`config.mk`:
```
export PLATFORM = sky130hd
export DESIGN_NAME = lpc_memwin_dec
export DESIGN_NICKNAME = d
export VERILOG_FILES = /design/src/rtl/lpc_memwin_pkg.sv /design/src/rtl/lpc_memwin_regs.sv /design/src/rtl/lpc_memwin_bios.sv /design/src/rtl/lpc_memwin_zone.sv /design/src/rtl/lpc_memwin_dec.sv
export SDC_FILE = /design/constraint.sdc
export NUM_CORES = 1
export LEC_CHECK = 0
export CAP_MARGIN = 0
export CORE_MARGIN = 1
export CORE_UTILIZATION = 30
export CTS_BUF_LIST = sky130_fd_sc_hd__clkbuf_4 sky130_fd_sc_hd__clkbuf_8 sky130_fd_sc_hd__clkbuf_16
export DETAILED_ROUTE_END_ITERATION = 7
export PLACE_DENSITY = 0.54
export SYNTH_ARGS = -nofsm -noshare
export SYNTH_HDL_FRONTEND = slang
export SYNTH_SLANG_ARGS = --single-unit
export TNS_END_PERCENT = 100
```
`constraint.sdc`:
```
create_clock -name clk -period 8 [get_ports clk]
set_input_delay 2.4 -clock clk [delete_from_list [all_inputs] [get_ports clk]]
set_output_delay 2.4 -clock clk [all_outputs]
set_load 0.03 [all_outputs]
```
`src/rtl/lpc_memwin_pkg.sv`:
```
package lpc_memwin_pkg;

   localparam int LMW_ADDR_W = 32;
   localparam int LMW_CODE_W = 3;
   localparam int LMW_BYTE_W = 8;

   typedef struct packed {
      logic [LMW_BYTE_W-1:0] base_hi;
      logic [LMW_BYTE_W-1:0] base_lo;
      logic                  en;
      logic [LMW_CODE_W-1:0] code;
   } zone_cfg_t;

   // Mask keeping address bits at and above lsb.
   function automatic logic [LMW_ADDR_W-1:0] upper_mask(input int unsigned lsb);
      upper_mask = {LMW_ADDR_W{1'b1}} << lsb;
   endfunction

endpackage

```
`src/rtl/lpc_memwin_regs.sv`:
```
module lpc_memwin_regs
   import lpc_memwin_pkg::*;
#(
   parameter int NUM_ZONES = 2,
   parameter int SEL_W     = 3
) (
   input  logic                             clk,
   input  logic                             rst_n,
   input  logic                             wr_en,
   input  logic [SEL_W-1:0]                 sel,
   input  logic [LMW_BYTE_W-1:0]            wdata,
   output logic [LMW_BYTE_W-1:0]            rd_data,
   output logic [LMW_CODE_W-1:0]            bios_code,
   output zone_cfg_t [NUM_ZONES-1:0]        zone_cfg,
   output logic                             lock
);

   localparam int IDX_BIOS = 0;
   localparam int IDX_LOCK = 1;
   localparam int IDX_ZONE = 2;

   logic                  lock_q;
   logic                  wr_ok;
   logic [LMW_CODE_W-1:0] bios_code_q;

   assign wr_ok = wr_en && !lock_q;

   always_ff @(posedge clk or negedge rst_n) begin
      if (!rst_n) begin
         lock_q <= 1'b0;
      end else if (wr_en && sel == SEL_W'(IDX_LOCK) && wdata[0]) begin
         lock_q <= 1'b1;
      end
   end

   always_ff @(posedge clk or negedge rst_n) begin
      if (!rst_n) begin
         bios_code_q <= '0;
      end else if (wr_ok && sel == SEL_W'(IDX_BIOS)) begin
         bios_code_q <= wdata[LMW_CODE_W-1:0];
      end
   end

   for (genvar z = 0; z < NUM_ZONES; z++) begin : g_zone
      localparam int IDX_HI = IDX_ZONE + 3*z;
      localparam int IDX_LO = IDX_HI + 1;
      localparam int IDX_SZ = IDX_HI + 2;
      zone_cfg_t cfg_q;

      always_ff @(posedge clk or negedge rst_n) begin
         if (!rst_n) begin
            cfg_q <= '0;
         end else if (wr_ok) begin
            if (sel == SEL_W'(IDX_HI)) cfg_q.base_hi <= wdata;
            if (sel == SEL_W'(IDX_LO)) cfg_q.base_lo <= wdata;
            if (sel == SEL_W'(IDX_SZ)) begin
               cfg_q.en   <= wdata[LMW_BYTE_W-1];
               cfg_q.code <= wdata[LMW_CODE_W-1:0];
            end
         end
      end

      assign zone_cfg[z] = cfg_q;
   end

   always_comb begin
      rd_data = '0;
      if (sel == SEL_W'(IDX_BIOS)) rd_data[LMW_CODE_W-1:0] = bios_code_q;
      if (sel == SEL_W'(IDX_LOCK)) rd_data[0] = lock_q;
      for (int z = 0; z < NUM_ZONES; z++) begin
         if (sel == SEL_W'(IDX_ZONE + 3*z))     rd_data = zone_cfg[z].base_hi;
         if (sel == SEL_W'(IDX_ZONE + 3*z + 1)) rd_data = zone_cfg[z].base_lo;
         if (sel == SEL_W'(IDX_ZONE + 3*z + 2)) begin
            rd_data[LMW_BYTE_W-1]   = zone_cfg[z].en;
            rd_data[LMW_CODE_W-1:0] = zone_cfg[z].code;
         end
      end
   end

   assign bios_code = bios_code_q;
   assign lock      = lock_q;

endmodule

```
`src/rtl/lpc_memwin_bios.sv`:
```
module lpc_memwin_bios
   import lpc_memwin_pkg::*;
#(
   parameter int          MIN_LOG2  = 18,
   parameter int          FWD_W     = 28,
   parameter int          ID_W      = 4,
   parameter bit          CHECK_ID  = 1'b1,
   parameter logic [3:0]  DEV_ID    = 4'h0
) (
   input  logic [LMW_ADDR_W-1:0] addr,
   input  logic                  is_fwh,
   input  logic [ID_W-1:0]       id,
   input  logic [LMW_CODE_W-1:0] code,
   input  logic                  lpc_en,
   input  logic                  fwh_en,
   output logic                  hit
);

   logic [LMW_ADDR_W-1:0] win_mask;
   logic                  lpc_top;
   logic                  fwh_top;
   logic                  id_ok;

   assign win_mask = upper_mask(MIN_LOG2 + int'(code));

   // Window ends at the top of the space: all significant bits must be one.
   assign lpc_top = &(addr | ~win_mask);
   assign fwh_top = &(addr[FWD_W-1:0] | ~win_mask[FWD_W-1:0]);

   if (CHECK_ID) begin : g_id_check
      assign id_ok = (id == ID_W'(DEV_ID));
   end else begin : g_id_any
      assign id_ok = 1'b1;
   end

   assign hit = is_fwh ? (fwh_en && id_ok && fwh_top)
                       : (lpc_en && lpc_top);

endmodule

```
`src/rtl/lpc_memwin_zone.sv`:
```
module lpc_memwin_zone
   import lpc_memwin_pkg::*;
#(
   parameter int MIN_LOG2 = 16
) (
   input  logic [LMW_ADDR_W-1:0] addr,
   input  zone_cfg_t             cfg,
   output logic                  hit
);

   localparam int LOW_W = LMW_ADDR_W - 2*LMW_BYTE_W;

   logic [LMW_ADDR_W-1:0] base;
   logic [LMW_ADDR_W-1:0] blk_mask;

   assign base     = {cfg.base_hi, cfg.base_lo, {LOW_W{1'b0}}};
   assign blk_mask = upper_mask(MIN_LOG2 + int'(cfg.code));

   // Base bits under the block size are masked away, never partially compared.
   assign hit = cfg.en && (((addr ^ base) & blk_mask) == '0);

endmodule

```
`src/rtl/lpc_memwin_dec.sv`:
```
module lpc_memwin_dec
   import lpc_memwin_pkg::*;
#(
   parameter int          NUM_ZONES      = 2,
   parameter int          FWD_W          = 28,
   parameter int          ID_W           = 4,
   parameter int          BIOS_MIN_LOG2  = 18,
   parameter int          ZONE_MIN_LOG2  = 16,
   parameter bit          FWH_CHECK_ID   = 1'b1,
   parameter logic [3:0]  DEV_ID         = 4'h0,
   localparam int         NUM_REGS       = 2 + 3*NUM_ZONES,
   localparam int         SEL_W          = $clog2(NUM_REGS)
) (
   input  logic                  clk,
   input  logic                  rst_n,
   input  logic                  cfg_we,
   input  logic [SEL_W-1:0]      cfg_sel,
   input  logic [7:0]            cfg_wdata,
   output logic [7:0]            cfg_rdata,
   input  logic                  lpc_bios_en,
   input  logic                  fwh_bios_en,
   input  logic                  req_valid,
   input  logic                  req_fwh,
   input  logic [ID_W-1:0]       req_id,
   input  logic [31:0]           req_addr,
   output logic                  out_valid,
   output logic                  out_bios_hit,
   output logic [NUM_ZONES-1:0]  out_zone_hit,
   output logic [FWD_W-1:0]      out_addr
);

   localparam int MAP_W = LMW_CODE_W + NUM_ZONES*$bits(zone_cfg_t);
   localparam int TOP_CODE = (1 << LMW_CODE_W) - 1;

   if (NUM_ZONES < 1) begin : g_bad_zones
      $error("NUM_ZONES must be at least 1");
   end
   if (FWD_W < BIOS_MIN_LOG2 + TOP_CODE + 1 || FWD_W > LMW_ADDR_W) begin : g_bad_fwd
      $error("FWD_W must hold the largest firmware window and fit the address");
   end
   if (ZONE_MIN_LOG2 < 16 || ZONE_MIN_LOG2 + TOP_CODE >= LMW_ADDR_W) begin : g_bad_zone_log2
      $error("ZONE_MIN_LOG2 out of range for the byte-register base");
   end
   if (ID_W < 1 || ID_W > 4) begin : g_bad_id
      $error("ID_W must be 1..4");
   end

   logic [LMW_CODE_W-1:0]     bios_code;
   zone_cfg_t [NUM_ZONES-1:0] zone_cfg;
   logic                      lock_q;
   logic                      bios_hit;
   logic [NUM_ZONES-1:0]      zone_raw;
   logic [NUM_ZONES-1:0]      zone_sel;
   logic                      taken;

   lpc_memwin_regs #(
      .NUM_ZONES (NUM_ZONES),
      .SEL_W     (SEL_W)
   ) u_regs (
      .clk       (clk),
      .rst_n     (rst_n),
      .wr_en     (cfg_we),
      .sel       (cfg_sel),
      .wdata     (cfg_wdata),
      .rd_data   (cfg_rdata),
      .bios_code (bios_code),
      .zone_cfg  (zone_cfg),
      .lock      (lock_q)
   );

   lpc_memwin_bios #(
      .MIN_LOG2 (BIOS_MIN_LOG2),
      .FWD_W    (FWD_W),
      .ID_W     (ID_W),
      .CHECK_ID (FWH_CHECK_ID),
      .DEV_ID   (DEV_ID)
   ) u_bios (
      .addr   (req_addr),
      .is_fwh (req_fwh),
      .id     (req_id),
      .code   (bios_code),
      .lpc_en (lpc_bios_en),
      .fwh_en (fwh_bios_en),
      .hit    (bios_hit)
   );

   for (genvar z = 0; z < NUM_ZONES; z++) begin : g_zone
      lpc_memwin_zone #(
         .MIN_LOG2 (ZONE_MIN_LOG2)
      ) u_zone (
         .addr (req_addr),
         .cfg  (zone_cfg[z]),
         .hit  (zone_raw[z])
      );
   end

   // Firmware window first, then zones in index order; zones decode LPC cycles only.
   always_comb begin
      zone_sel = '0;
      taken    = bios_hit;
      for (int z = 0; z < NUM_ZONES; z++) begin
         if (!taken && !req_fwh && zone_raw[z]) begin
            zone_sel[z] = 1'b1;
            taken       = 1'b1;
         end
      end
   end

   always_ff @(posedge clk or negedge rst_n) begin
      if (!rst_n) begin
         out_valid    <= 1'b0;
         out_bios_hit <= 1'b0;
         out_zone_hit <= '0;
         out_addr     <= '0;
      end else begin
         out_valid    <= req_valid;
         out_bios_hit <= req_valid && bios_hit;
         out_zone_hit <= req_valid ? zone_sel : '0;
         out_addr     <= req_valid ? req_addr[FWD_W-1:0] : '0;
      end
   end

endmodule

```
# Word-level counts from Yosys, hierarchy flattened
# Cells that the tools add are included.
classes:
  addsub: 3
  eq_ne: 7
  shift: 3
  mux: 16
  bitwise: 8
  n_reduce_logical: 30
ops:
  columns: ["cell", "count"]
  rows:
  - ["left shift 32 x 32 -> 32 bit, first input constant", 3]
  - ["AND 32 bit", 2]
  - ["zero test 32 bit", 2]
  - ["bitwise XOR 32 bit", 2]
  - ["2-to-1 mux 8 bit", 4]
  - ["inverter 32 bit", 1]
  - ["bitwise OR 32 bit", 1]
  - ["AND reduction 32 bit", 1]
  - ["2-to-1 mux 28 bit", 1]
  - ["inverter 28 bit", 1]
  - ["bitwise OR 28 bit", 1]
  - ["AND reduction 28 bit", 1]
  - ["adder 5 x 3 -> 6 bit, first input constant", 3]
  - ["logical AND 1 bit", 14]
  - ["equality test 3 bit, second input constant", 4]
  - ["AND reduction 2 bit", 6]
  - ["2-to-1 mux 3 bit", 3]
  - ["2-to-1 mux 1 bit", 7]
  - ["equality test 3 x 2 -> 1 bit, second input constant", 2]
  - ["zero test 1 bit", 4]
  - ["zero test 4 bit", 1]
  - ["equality test 3 x 1 -> 1 bit, second input constant", 1]
  - ["zero test 3 bit", 1]
  - ["2-to-1 mux 2 bit", 1]
totals:
  regBits: 76
  in_bits: 54
  output_inout_bits: 40
  word_cells: 81

# Depth between registers and ports, before layout
logic_depth:
  ltp_word: 16
  depth_mapped: 7
  ltp_nobuf: 7

# Cells and area by module
# From an unflattened synthesis, not the netlist that was laid out.
hier_totals:
  cells_unflattened: 309
  area_unflattened_um2: 3824.9
modules_own_cells:
  columns: ["mod", "n_inst", "cells_each", "area_each_um2", "seq_area_each_um2"]
  rows:
  - ["lpc_memwin_regs", 1, 150, 2104.5, 1101.1]
  - ["lpc_memwin_dec", 1, 67, 1029.7, 800.8]
  - ["lpc_memwin_zone", 2, 29, 226.5, 0.0]
  - ["lpc_memwin_bios", 1, 34, 237.7, 0.0]

# Worst setup path after synthesis
# Ideal clock, no wire load.
synth_timing:
  path_type: "in2out"
  startpoint: "input port cfg_sel[1]"
  endpoint: "output port cfg_rdata[7]"
  arrival_ns: 3.691
  required_time_ns: 5.600
  setup_slack_ns: 1.909
  stages: 5
  path_buffers: 2
  cell_sequence: "buf_2 buf_1 o21ai_0 o21a_1 a21oi_1"
synth_between:
  elab_chain_len: 7
  word_cells_on_any_way: 12
synth_lines:
  columns: ["element", "line_no", "rtl"]
  rows:
  - ["from (decl)", "lpc_memwin_dec.sv:17", "input logic [SEL_W-1:0] cfg_sel,"]
  - ["equality test 3 x 2 -> 1 bit", "lpc_memwin_regs.sv:71", "if (sel == SEL_W'(IDX_ZONE + 3*z)) rd_data = zone_cfg[z].base_hi;"]
  - ["2-to-1 mux 8 bit", "lpc_memwin_regs.sv:71", null]
  - ["2-to-1 mux 8 bit", "lpc_memwin_regs.sv:72", "if (sel == SEL_W'(IDX_ZONE + 3*z + 1)) rd_data = zone_cfg[z].base_lo;"]
  - ["2-to-1 mux 1 bit", "lpc_memwin_regs.sv:73", "if (sel == SEL_W'(IDX_ZONE + 3*z + 2)) begin"]
  - ["2-to-1 mux 8 bit", "lpc_memwin_regs.sv:71", null]
  - ["2-to-1 mux 8 bit", "lpc_memwin_regs.sv:72", null]
  - ["2-to-1 mux 1 bit *", "lpc_memwin_regs.sv:73", null]
  - ["to (decl)", "lpc_memwin_dec.sv:19", "output logic [7:0] cfg_rdata,"]
# Mark *: on every way between the ends. The rest lies on a longest branch, timed or not.

# Worst setup path in the final report
# Ends and elaborated chain as after synthesis.

==> impl_metrics.csv <==
group,metric,value,unit
synth,syn-num-nets,364,
global_routing,grt_overflow_total,0,
clocking,hold_buffers,0,
global_routing,grt_usage,17.1,%
die,core_area,12100,µm²
synth,yosys_warnings,0,
pwr,p_comb_share,26.7,%
timing,finalCriticalPeriod,7110,ps
pwr,pwr_density_cell,276,nW/µm²
synth,yosys.area.top_type,"dfrtp_1",
layout,synthToLayoutAreaGrowth,39.1,%
pwr,power.switching,0.000429,W
routing,wl_met2,4910,µm
synth,synth_edf_count,0,
routing,dr_total_vias,2729,
timing,setup_viol,0,
layout,drive_gt1_share,18.5,%
synth,synth_ff_type,"dfrtp_1",
setup_path,path_cells,"clkdlybuf4s50_1 > buf_4 > mux2_2 > o221ai_1 > o21a_1 > a21oi_1 > clkdlybuf4s50_1",
layout,seq_area,1900,µm²
clocking,postCtsSetupBuffers,0,
die,io_pins,94,
synth,async_reset_ff_share,100,%
timing,slew_headroom,34.8,%
setup_path,cp.required,5600,ps
status,status,"finished clean",
global_routing,grt_max_degree,77,
setup_path,crit_type,"primary input to output pin",
synth,yosysSeqAreaShare,50.8,%
synth,yosysTopAreaCellShare,50.8,%
pwr,p_sw_share,29.9,%
setup_path,cp_common_cell,"clkdlybuf4s50_1",
clocking,cts_made_buffers,9,
pwr,power.internal,0.00101,W
timing,fin_tns_setup,0,ps
clocking,path_clk_slew,50,ps
synth,avgSynthCellArea,12.2,µm²
synth,synth.cells.most_frequent,"dfrtp_1, mux2_2, and2_1, xnor2_1, o21ai_0",
routing,wl_met1,4690,µm
global_routing,antenna_found_initial,0,
flow_run,cap_violations,0,
place,dp_cells,558,
timing,fmax,141,MHz
setup_path,critPathBufInv,3,
synth,synth_area_leaders,"dfrtp_1, mux2_2, xnor2_1",
timing,finClkSkew,7.73,ps
pwr,p_clk_share,33.5,%
routing,drc_errors,0,
routing,top_layer,"met4",
setup_path,critical_path.slowest_cell,"clkdlybuf4s50_1",
setup_path,cp-start-kind,"primary input",
min_path,hold_class,"flip-flop to flip-flop",
clocking,cts.path.max_buffers,2,
die,die_h,114,µm
place,gp_congestion,0.950,
setup_path,slowest_delay,720,ps
clocking,clkLatencyLatePin,340,ps
global_routing,grt_pass1_vias,2848,
layout,num_antenna_cells,0,
die,fp.dieW,114,µm
global_routing,grt_pass1_wl,16300,µm
clocking,htree_levels,3,
die,start_util,30.9,%
routing,vias_per_cell,4.75,
setup_path,crit_arrival,4710,ps
synth,synth.most_common_cell,"dfrtp_1",
timing,rsz0062_at_grt,"false",
timing,finalHoldViolCount,0,
clocking,cts_root_buffer,"clkbuf_16",
synth,synthCells,306,
setup_path,regToRegSetupSlack,5610,ps
synth,ys_types,48,
setup_path,cp_max_fo,11,
synth,syn_area,3740,µm²
setup_path,crit_path_end_kind,"output pin",
timing,tightest_slew,974,ps
die,die_area,12900,µm²
routing,wl_per_cell,18.1,µm
pwr,power_frac_seq,39.8,%
setup_path,crit_family,"buffers and inverters",
clocking,cts-resized-gates,0,
clocking,cts_sinks,76,
layout,fill_cells,1190,
clocking,cts_tree,"built",
routing,dr.first_iter.drc_count,128,
routing,dr_wl_met3,598,µm
layout,nets,459,
routing,drt-total-wl,10400,µm
place,io_buffers,93,
die,fp-row-count,40,
routing,firstDrtPassIters,4,
synth,yosys_register_bits,76,
layout,layout.cells.non_filler,574,
pwr,peakVddDrop,0.000112,V
timing,period_share,88.9,%
routing,postRouteAntennaNets,0,
pwr,p_leak,2.10,nW
timing,maxSlewViolCount,0,
place,dp_hpwl,7640,µm
layout,multi_input_area,1770,µm²
flip-flops by register name (all words and copies together), names as in the netlist:
| name | count |
|---|---|
| u_regs.lock | 1 |
| u_regs.zone_cfg | 40 |
| out_addr | 28 |
| out_zone_hit | 2 |
| u_regs.bios_code | 3 |
| out_bios_hit | 1 |
| out_valid | 1 |
layout by cell type (no fill, tap or decap), types with 2 or more instances in the layout:
cell type        count
o21ai_0             13
a22o_1               3
o21a_1               2
clkbuf_16            9
dfrtp_1             76
nor3_1               2
or4_1                2
ha_1                 4
o211ai_1             3
bufinv_16            3
nor2b_1              5
mux2i_1              6
a21oi_1              6
xor2_1               4
buf_4                4
nand3_1              5
nor2_1               5
clkdlybuf4s50_1     92
nor4_1               2
a31oi_1              3
mux2_2              46
mux4_2               3
inv_1                7
clkbuf_8             2
o22ai_1              4
nand2_1             10
xnor2_1             28
and2_1              28
nand2b_1             4
nand4_1              4
worst register-to-register path: cells and delay by family, from the launching register on:
family	cells	cell delay [ps]
compound gates	3	650
flops	1	510
simple gates	1	500
fa+ha+maj	1	470
buf+inv	1	150
path summary, 6_finish.rpt:
kind | from | end | depth (start not counted)
worst max register to register | u_regs.bios_code[1]$_DFFE_PN0P_ | out_zone_hit[1]$_DFF_PN0_ | 6
min in group asynchronous | rst_n | u_regs.zone_cfg[15]$_DFFE_PN0P_ | 1
worst min-delay path | u_regs.lock$_DFFE_PN0P_ | u_regs.lock$_DFFE_PN0P_ | 1
worst min register to register | u_regs.lock$_DFFE_PN0P_ | u_regs.lock$_DFFE_PN0P_ | 1
max in group asynchronous | rst_n | out_addr[17]$_DFF_PN0_ | 1
worst max-delay path | cfg_sel[1] | cfg_rdata[7] | 7
through the flow:
step	hold slack, ps	setup slack, ps	utilization, %	power [W]	area, µm²
final	542	887	43.0	0.00144	5210
after global routing	575	757	43.0	0.00151	5210
after CTS	527	891	43.0	0.00145	5210
after detailed placement	512	893	40.1	0.000961	4850
after global placement	498	937	40.1	0.000956	4850
after floorplan	472	1910	-	0.000805	3740
per-layer routing:
| metal | up-vias | global-route usage (%) |
|---|---|---|
| met5 | - | 0 |
| met4 | 0 | 5.96 |
| met3 | 12 | 3.13 |
| met2 | 92 | 27.8 |
| met1 | 1351 | 22.9 |
| li1 | 1274 | - |
layout make-up:
class | count | share of cell area [%]
timing repair buffer | 96 | 18.3
clock inverter | 4 | 1.83
sequential | 76 | 36.5
tap | 168 | 4.03
inverter | 7 | 0.504
multi-input combinational | 211 | 33.9
clock buffer | 12 | 5.00
power by group through the flow:
stage               Combinational [W]  Sequential [W]  Clock [W]
floorplan                    0.000254        0.000551          0
global placement             0.000377        0.000579          0
global route                 0.000419        0.000582   0.000507
finish                       0.000384        0.000571   0.000480
CTS                          0.000387        0.000571   0.000489
detailed placement           0.000384        0.000577          0
cells by family after synthesis:
family | Yosys count | share of synthesized area [%]
flip-flops | 76 | 50.8
AND/OR/NAND/NOR | 72 | 11.4
multiplexers | 56 | 17.9
AO/OA/AOI/OAI | 46 | 8.72
XOR/XNOR | 32 | 7.48
buffers and inverters | 19 | 2.07
adder cells (fa/ha/maj) | 5 | 1.64
Note: power is estimated with default switching activity, not from simulation.
